$ cat src/rtl/spi_seq_pkg.sv
package spi_seq_pkg;
  localparam int CS_W   = 2;
  localparam int LEN_W  = 16;
  localparam int SKIP_W = 8;
  localparam int CMD_W  = 32;

  // Command word field positions
  localparam int CS_LSB   = 30;
  localparam int DUAL_BIT = 28;
  localparam int TXO_BIT  = 27;
  localparam int SKIP_LSB = 16;
  localparam int LEN_LSB  = 0;

  typedef enum logic [1:0] {
    ST_IDLE  = 2'd0,
    ST_ISSUE = 2'd1,
    ST_WAIT  = 2'd2
  } seq_state_t;

  typedef struct packed {
    logic [CS_W-1:0]   sel;
    logic              dual;
    logic              txonly;
    logic [SKIP_W-1:0] skip;
    logic [LEN_W-1:0]  last;
  } frame_cfg_t;
endpackage

$ cat src/rtl/spi_seq_cmd.sv
module spi_seq_cmd
  import spi_seq_pkg::*;
(
  input  logic             clk,
  input  logic             rst_n,
  input  logic             load,
  input  logic [CMD_W-1:0] cmd_data,
  output frame_cfg_t       cfg
);
  frame_cfg_t cfg_d, cfg_q;

  always_comb begin
    cfg_d = cfg_q;
    if (load) begin
      cfg_d.sel    = cmd_data[CS_LSB +: CS_W];
      cfg_d.dual   = cmd_data[DUAL_BIT];
      cfg_d.txonly = cmd_data[TXO_BIT];
      cfg_d.skip   = cmd_data[SKIP_LSB +: SKIP_W];
      cfg_d.last   = cmd_data[LEN_LSB +: LEN_W];
    end
  end

  always_ff @(posedge clk or negedge rst_n) begin
    if (!rst_n) cfg_q <= '0;
    else        cfg_q <= cfg_d;
  end

  assign cfg = cfg_q;
endmodule

$ cat src/rtl/spi_seq_phase.sv
module spi_seq_phase
  import spi_seq_pkg::*;
(
  input  frame_cfg_t       cfg,
  input  logic [LEN_W-1:0] idx,
  output logic             need_tx,
  output logic             store,
  output logic             dual_out
);
  logic skip_mode;
  logic in_skip;

  always_comb begin
    skip_mode = (cfg.skip != '0);
    in_skip   = (idx < LEN_W'(cfg.skip));
    need_tx   = cfg.txonly | ~skip_mode | in_skip;
    store     = ~cfg.txonly & ~in_skip;
    dual_out  = cfg.dual & skip_mode & ~cfg.txonly & ~in_skip;
  end
endmodule

$ cat src/rtl/spi_seq_ctrl.sv
module spi_seq_ctrl
  import spi_seq_pkg::*;
(
  input  logic             clk,
  input  logic             rst_n,
  input  logic             cmd_wr,
  input  logic [LEN_W-1:0] last,
  input  logic             need_tx,
  input  logic             store,
  input  logic             tx_avail,
  input  logic             rx_full,
  input  logic             sh_done,
  output logic             load,
  output logic             go,
  output logic             busy,
  output logic             done,
  output logic             byte_end,
  output logic [LEN_W-1:0] idx
);
  seq_state_t       state_q, state_d;
  logic [LEN_W-1:0] idx_q, idx_d;
  logic             done_q, done_d;

  always_comb begin
    state_d  = state_q;
    idx_d    = idx_q;
    done_d   = 1'b0;
    load     = 1'b0;
    byte_end = 1'b0;
    go       = (state_q == ST_ISSUE) && (!need_tx || tx_avail) && (!store || !rx_full);
    case (state_q)
      ST_IDLE: if (cmd_wr) begin
        load    = 1'b1;
        idx_d   = '0;
        state_d = ST_ISSUE;
      end
      ST_ISSUE: if (go) state_d = ST_WAIT;
      ST_WAIT: if (sh_done) begin
        byte_end = 1'b1;
        if (idx_q == last) begin
          state_d = ST_IDLE;
          done_d  = 1'b1;
        end else begin
          idx_d   = idx_q + 1'b1;
          state_d = ST_ISSUE;
        end
      end
      default: state_d = ST_IDLE;
    endcase
  end

  always_ff @(posedge clk or negedge rst_n) begin
    if (!rst_n) begin
      state_q <= ST_IDLE;
      idx_q   <= '0;
      done_q  <= 1'b0;
    end else begin
      state_q <= state_d;
      idx_q   <= idx_d;
      done_q  <= done_d;
    end
  end

  assign busy = (state_q != ST_IDLE);
  assign done = done_q;
  assign idx  = idx_q;


  tx_stall_chk: assert property (@(posedge clk) disable iff (!rst_n)
    (busy && need_tx && !tx_avail && state_q == ST_ISSUE) |=> busy);
endmodule

$ cat src/rtl/spi_frame_seq.sv
module spi_frame_seq
  import spi_seq_pkg::*;
#(
  parameter int DATA_W = 8,
  parameter int NUM_CS = 1 << CS_W
) (
  input  logic              clk,
  input  logic              rst_n,
  input  logic              cmd_wr,
  input  logic [CMD_W-1:0]  cmd_data,
  input  logic              tx_avail,
  input  logic [DATA_W-1:0] tx_data,
  output logic              tx_pop,
  input  logic              rx_full,
  output logic              rx_push,
  output logic [DATA_W-1:0] rx_data,
  output logic              sh_start,
  output logic [DATA_W-1:0] sh_txbyte,
  output logic              sh_dual,
  input  logic              sh_done,
  input  logic [DATA_W-1:0] sh_rxbyte,
  output logic [NUM_CS-1:0] cs_n,
  output logic              busy,
  output logic              done
);
  frame_cfg_t       cfg;
  logic [LEN_W-1:0] idx;
  logic need_tx, store, dual_out, load, go, byte_end;

  spi_seq_cmd u_cmd (
    .clk(clk), .rst_n(rst_n), .load(load), .cmd_data(cmd_data), .cfg(cfg)
  );

  spi_seq_phase u_phase (
    .cfg(cfg), .idx(idx), .need_tx(need_tx), .store(store), .dual_out(dual_out)
  );

  spi_seq_ctrl u_ctrl (
    .clk(clk), .rst_n(rst_n), .cmd_wr(cmd_wr), .last(cfg.last),
    .need_tx(need_tx), .store(store), .tx_avail(tx_avail), .rx_full(rx_full),
    .sh_done(sh_done), .load(load), .go(go), .busy(busy), .done(done),
    .byte_end(byte_end), .idx(idx)
  );

  assign sh_start  = go;
  assign tx_pop    = go & need_tx;
  assign sh_txbyte = (go && need_tx) ? tx_data : '0;
  assign sh_dual   = go & dual_out;
  assign rx_push   = byte_end & store;
  assign rx_data   = sh_rxbyte;

  for (genvar g = 0; g < NUM_CS; g++) begin : g_cs
    assign cs_n[g] = ~(busy && (cfg.sel == CS_W'(g)));
  end


  onehot0_cs_chk: assert property (@(posedge clk) disable iff (!rst_n) $onehot0(~cs_n));

  no_overflow_chk: assert property (@(posedge clk) disable iff (!rst_n) rx_push |-> !rx_full);

  no_underflow_chk: assert property (@(posedge clk) disable iff (!rst_n) tx_pop |-> tx_avail);

  zero_fill_chk: assert property (@(posedge clk) disable iff (!rst_n)
    (sh_start && !tx_pop) |-> (sh_txbyte == '0));

  done_release_chk: assert property (@(posedge clk) disable iff (!rst_n)
    done |-> (&cs_n && !busy));

  busy_cmd_ignored_chk: assert property (@(posedge clk) disable iff (!rst_n)
    (busy && cmd_wr && !sh_done) |=> $stable(cs_n));
endmodule

$ cat config.mk
export PLATFORM = sky130hd
export DESIGN_NAME = spi_frame_seq
export DESIGN_NICKNAME = d
export VERILOG_FILES = /design/src/rtl/spi_seq_pkg.sv /design/src/rtl/spi_seq_cmd.sv /design/src/rtl/spi_seq_phase.sv /design/src/rtl/spi_seq_ctrl.sv /design/src/rtl/spi_frame_seq.sv
export SDC_FILE = /design/constraint.sdc
export NUM_CORES = 1
export LEC_CHECK = 0
export BUFFER_PORTS_ARGS = -buffer_cell sky130_fd_sc_hd__buf_4
export CORE_MARGIN = 2
export CORE_UTILIZATION = 50
export CTS_BUF_LIST = sky130_fd_sc_hd__clkbuf_8 sky130_fd_sc_hd__clkbuf_16
export DETAILED_ROUTE_END_ITERATION = 12
export PLACE_DENSITY = 0.84
export SKIP_CTS_REPAIR_TIMING = 1
export SYNTH_ARGS = -nofsm -noshare
export SYNTH_HDL_FRONTEND = slang
export SYNTH_HIERARCHICAL = 1
export SYNTH_SLANG_ARGS = --single-unit
$ cat constraint.sdc
create_clock -name clk -period 4.3 [get_ports clk]
set_input_delay 0.645 -clock clk [delete_from_list [all_inputs] [get_ports clk]]
set_output_delay 0.645 -clock clk [all_outputs]
set_load 0.01 [all_outputs]
==> impl_metrics.env <==
export IMPL_status="finished clean"
export IMPL_clk_path_buf_depth=2
export IMPL_fin_tns_setup_ps=0
export IMPL_crit_path_top_delay_cell="dfrtp_1"
export IMPL_synth_nets=333
export IMPL_synth_edff_count=0
export IMPL_peakVddDrop_v=0.000310
export IMPL_relSlewSlack=0.196
export IMPL_core_um2=5820
export IMPL_fin_crit_ps=3660
export IMPL_arrival_ps=3020
export IMPL_ys_ff_latch=47
export IMPL_p_per_area_nw_per_um2=558
export IMPL_ant_nets=0
export IMPL_drt_vias_per_instance=5.93
export IMPL_synth_async_reset_ratio=1.00
export IMPL_die_height_um=81.0
export IMPL_crit_chain="ha_1, a211oi_2, o21ai_1, a211oi_2, nand2b_1, inv_1, o2111ai_1, inv_1, and3_1, buf_4"
export IMPL_synth_distinct_cells=52
export IMPL_syn_inst=271
export IMPL_drc_errors=0
export IMPL_wl_per_cell_um=17.3
export IMPL_r2r_start="u_ctrl/idx[2]"
export IMPL_nFillCells=496
export IMPL_grt_use_total=0.222
export IMPL_final_max_slew_violation_count=0
export IMPL_drive_gt1_frac=0.355
export IMPL_drtIter0Drc=342
export IMPL_placedCellCount=385
export IMPL_min_path_type="input port to async pin"
export IMPL_period_share=0.852
export IMPL_synth_seq_area_share=0.397
export IMPL_grt_max_degree=48
export IMPL_r2r_cells=9
export IMPL_place_port_buffers=59
export IMPL_clkTransAtPathRegs_ps=80
export IMPL_dp_hpwl_um=4930
export IMPL_antenna_found_initial=0
export IMPL_firstDrtPassIters=5
export IMPL_cp_required_ps=3650
export IMPL_syn_avg_cell_area_um2=10.9
export IMPL_slowest_delay_ps=580
export IMPL_wl_um=6820
export IMPL_worst_skew_pair_late_latency_ps=310
export IMPL_synth_area_um2=2960
export IMPL_layout_commonest_cell="buf_4"
export IMPL_setup_viol=0
export IMPL_yosysWarnings=6
export IMPL_p_total_uw=1930
export IMPL_end_kind="output pin"
export IMPL_nets=379
export IMPL_htreeDepth=2
export IMPL_p_leak_uw=0.00169
export IMPL_ff2ff_setup_slack_ps=1770
export IMPL_die_x_um=81.0
export IMPL_ios=80
export IMPL_fin_cells=393
export IMPL_final_cell_mix="buf_4, dfrtp_1, mux2_4"
export IMPL_cp_startpoint="u_ctrl/idx[2]"
export IMPL_grt_pass1_wl_um=11100
export IMPL_die_area_um2=6560
export IMPL_path_class="flop to output pin"
export IMPL_tightest_slew_ps=1200
export IMPL_start_kind="flop"
export IMPL_hold_viol=0
export IMPL_fmax_ghz=0.273
export IMPL_grt_pass1_vias=2272
export IMPL_reg2reg_to="u_ctrl/state_q[0]"
export IMPL_vias=2332
export IMPL_gp_congestion=0.890
export IMPL_numCtsBuffers=5
export IMPL_synthFlopType="dfrtp_1"
export IMPL_multi_input_area_um2=1580
export IMPL_antenna_cells=0
export IMPL_ff_latch_area_um2=1180
export IMPL_maxCapViolCount=0
export IMPL_syn_to_final_growth_pct=16.6
export IMPL_rsz0062_at_grt="false"
export IMPL_grt_ovfl_total=0
export IMPL_cts_tree="yes"
export IMPL_clock_skew_ps=9.08
export IMPL_crit_fanout=11
export IMPL_clock_sinks=47
export IMPL_fp_row_count=28
export IMPL_initial_core_util=0.510
export IMPL_cts_root_buf="clkbuf_8"
worst max-delay path by stage:
stage	endpoint	slack (ps)	cells past startpoint
final	sh_txbyte[4]	640	10
after global routing	sh_txbyte[4]	430	10
after CTS	sh_txbyte[4]	580	10
after detailed placement	sh_txbyte[4]	950	10
after global placement	sh_txbyte[0]	1110	10
after floorplan	sh_txbyte[0]	1540	9
layout make-up:
type,count,area share
Clock buffer,6,0.0239
Clock inverter,2,0.0101
Inverter,12,0.0130
Multi-Input combinational cell,192,0.457
Sequential cell,47,0.340
Tap cell,75,0.0271
Timing Repair Buffer,59,0.128
critical path: cells and delay by family (launching register included):
family,cells,cell delay (ps)
AOI/OAI and AO/OA,4,900
DFF,1,580
and+or+nand+nor,2,490
buffers and inverters,3,400
adders and majority gates,1,340
cells in the mapped netlist, types with 3 or more instances:
| cell type | number | area share |
|---|---|---|
| nor4_1 | 4 | 0.0084 |
| and2_1 | 3 | 0.0063 |
| o21ai_0 | 3 | 0.0051 |
| buf_4 | 8 | 0.020 |
| nand2b_1 | 4 | 0.0084 |
| a21oi_1 | 9 | 0.015 |
| nor3_1 | 6 | 0.010 |
| a41oi_2 | 4 | 0.022 |
| a211o_1 | 4 | 0.012 |
| nor2_1 | 12 | 0.015 |
| a31oi_1 | 9 | 0.019 |
| nand2_1 | 15 | 0.019 |
| inv_1 | 12 | 0.015 |
| nand3_1 | 9 | 0.015 |
| o21ai_1 | 3 | 0.0051 |
| buf_2 | 7 | 0.012 |
| mux2_4 | 20 | 0.10 |
| dfrtp_1 | 47 | 0.40 |
| buf_6 | 3 | 0.011 |
| nor3b_1 | 3 | 0.0076 |
| ha_1 | 8 | 0.034 |
| and3_1 | 15 | 0.032 |
| nor4_2 | 4 | 0.017 |
| xor2_1 | 15 | 0.044 |
| mux2_2 | 8 | 0.030 |
logic make-up after synthesis:
family	after synthesis	synth area share
xor+xnor	16	0.0498
simple gates	93	0.191
mux	29	0.135
compound gates	46	0.121
flops	47	0.397
buf+inv	32	0.0722
fa+ha+maj	8	0.0338
sequential cells by signal, indices dropped and copies added, names as in the netlist:
signal          count
u_cmd/cfg          28
u_ctrl/idx         16
u_ctrl/state_q      2
u_ctrl/done         1
per-stage QoR:
stage,setup slack [ps],hold WS (ps),area (um^2),util
after floorplan,1540,349,2960,-
after global placement,1110,491,3340,0.574
after detailed placement,947,522,3340,0.574
after CTS,581,361,3460,0.594
after global routing,431,380,3460,0.594
final,638,340,3460,0.594
where the power goes:
group	switching (uW)	internal [uW]	leakage (uW)	total, uW
Combinational	375	452	0.00104	827
Sequential	163	599	0.000590	762
Clock	151	188	0.0000612	339
metal layers:
metal | global-route usage | wire length (um) | vias to the layer above
met3 | 0.0522 | 592 | 13
met1 | 0.268 | 2720 | 1110
met4 | 0.0678 | 83 | 0
met2 | 0.393 | 3420 | 128
met5 | 0 | 0 | -
li1 | - | - | 1081
No activity file was read; power rests on OpenSTA's default activity.
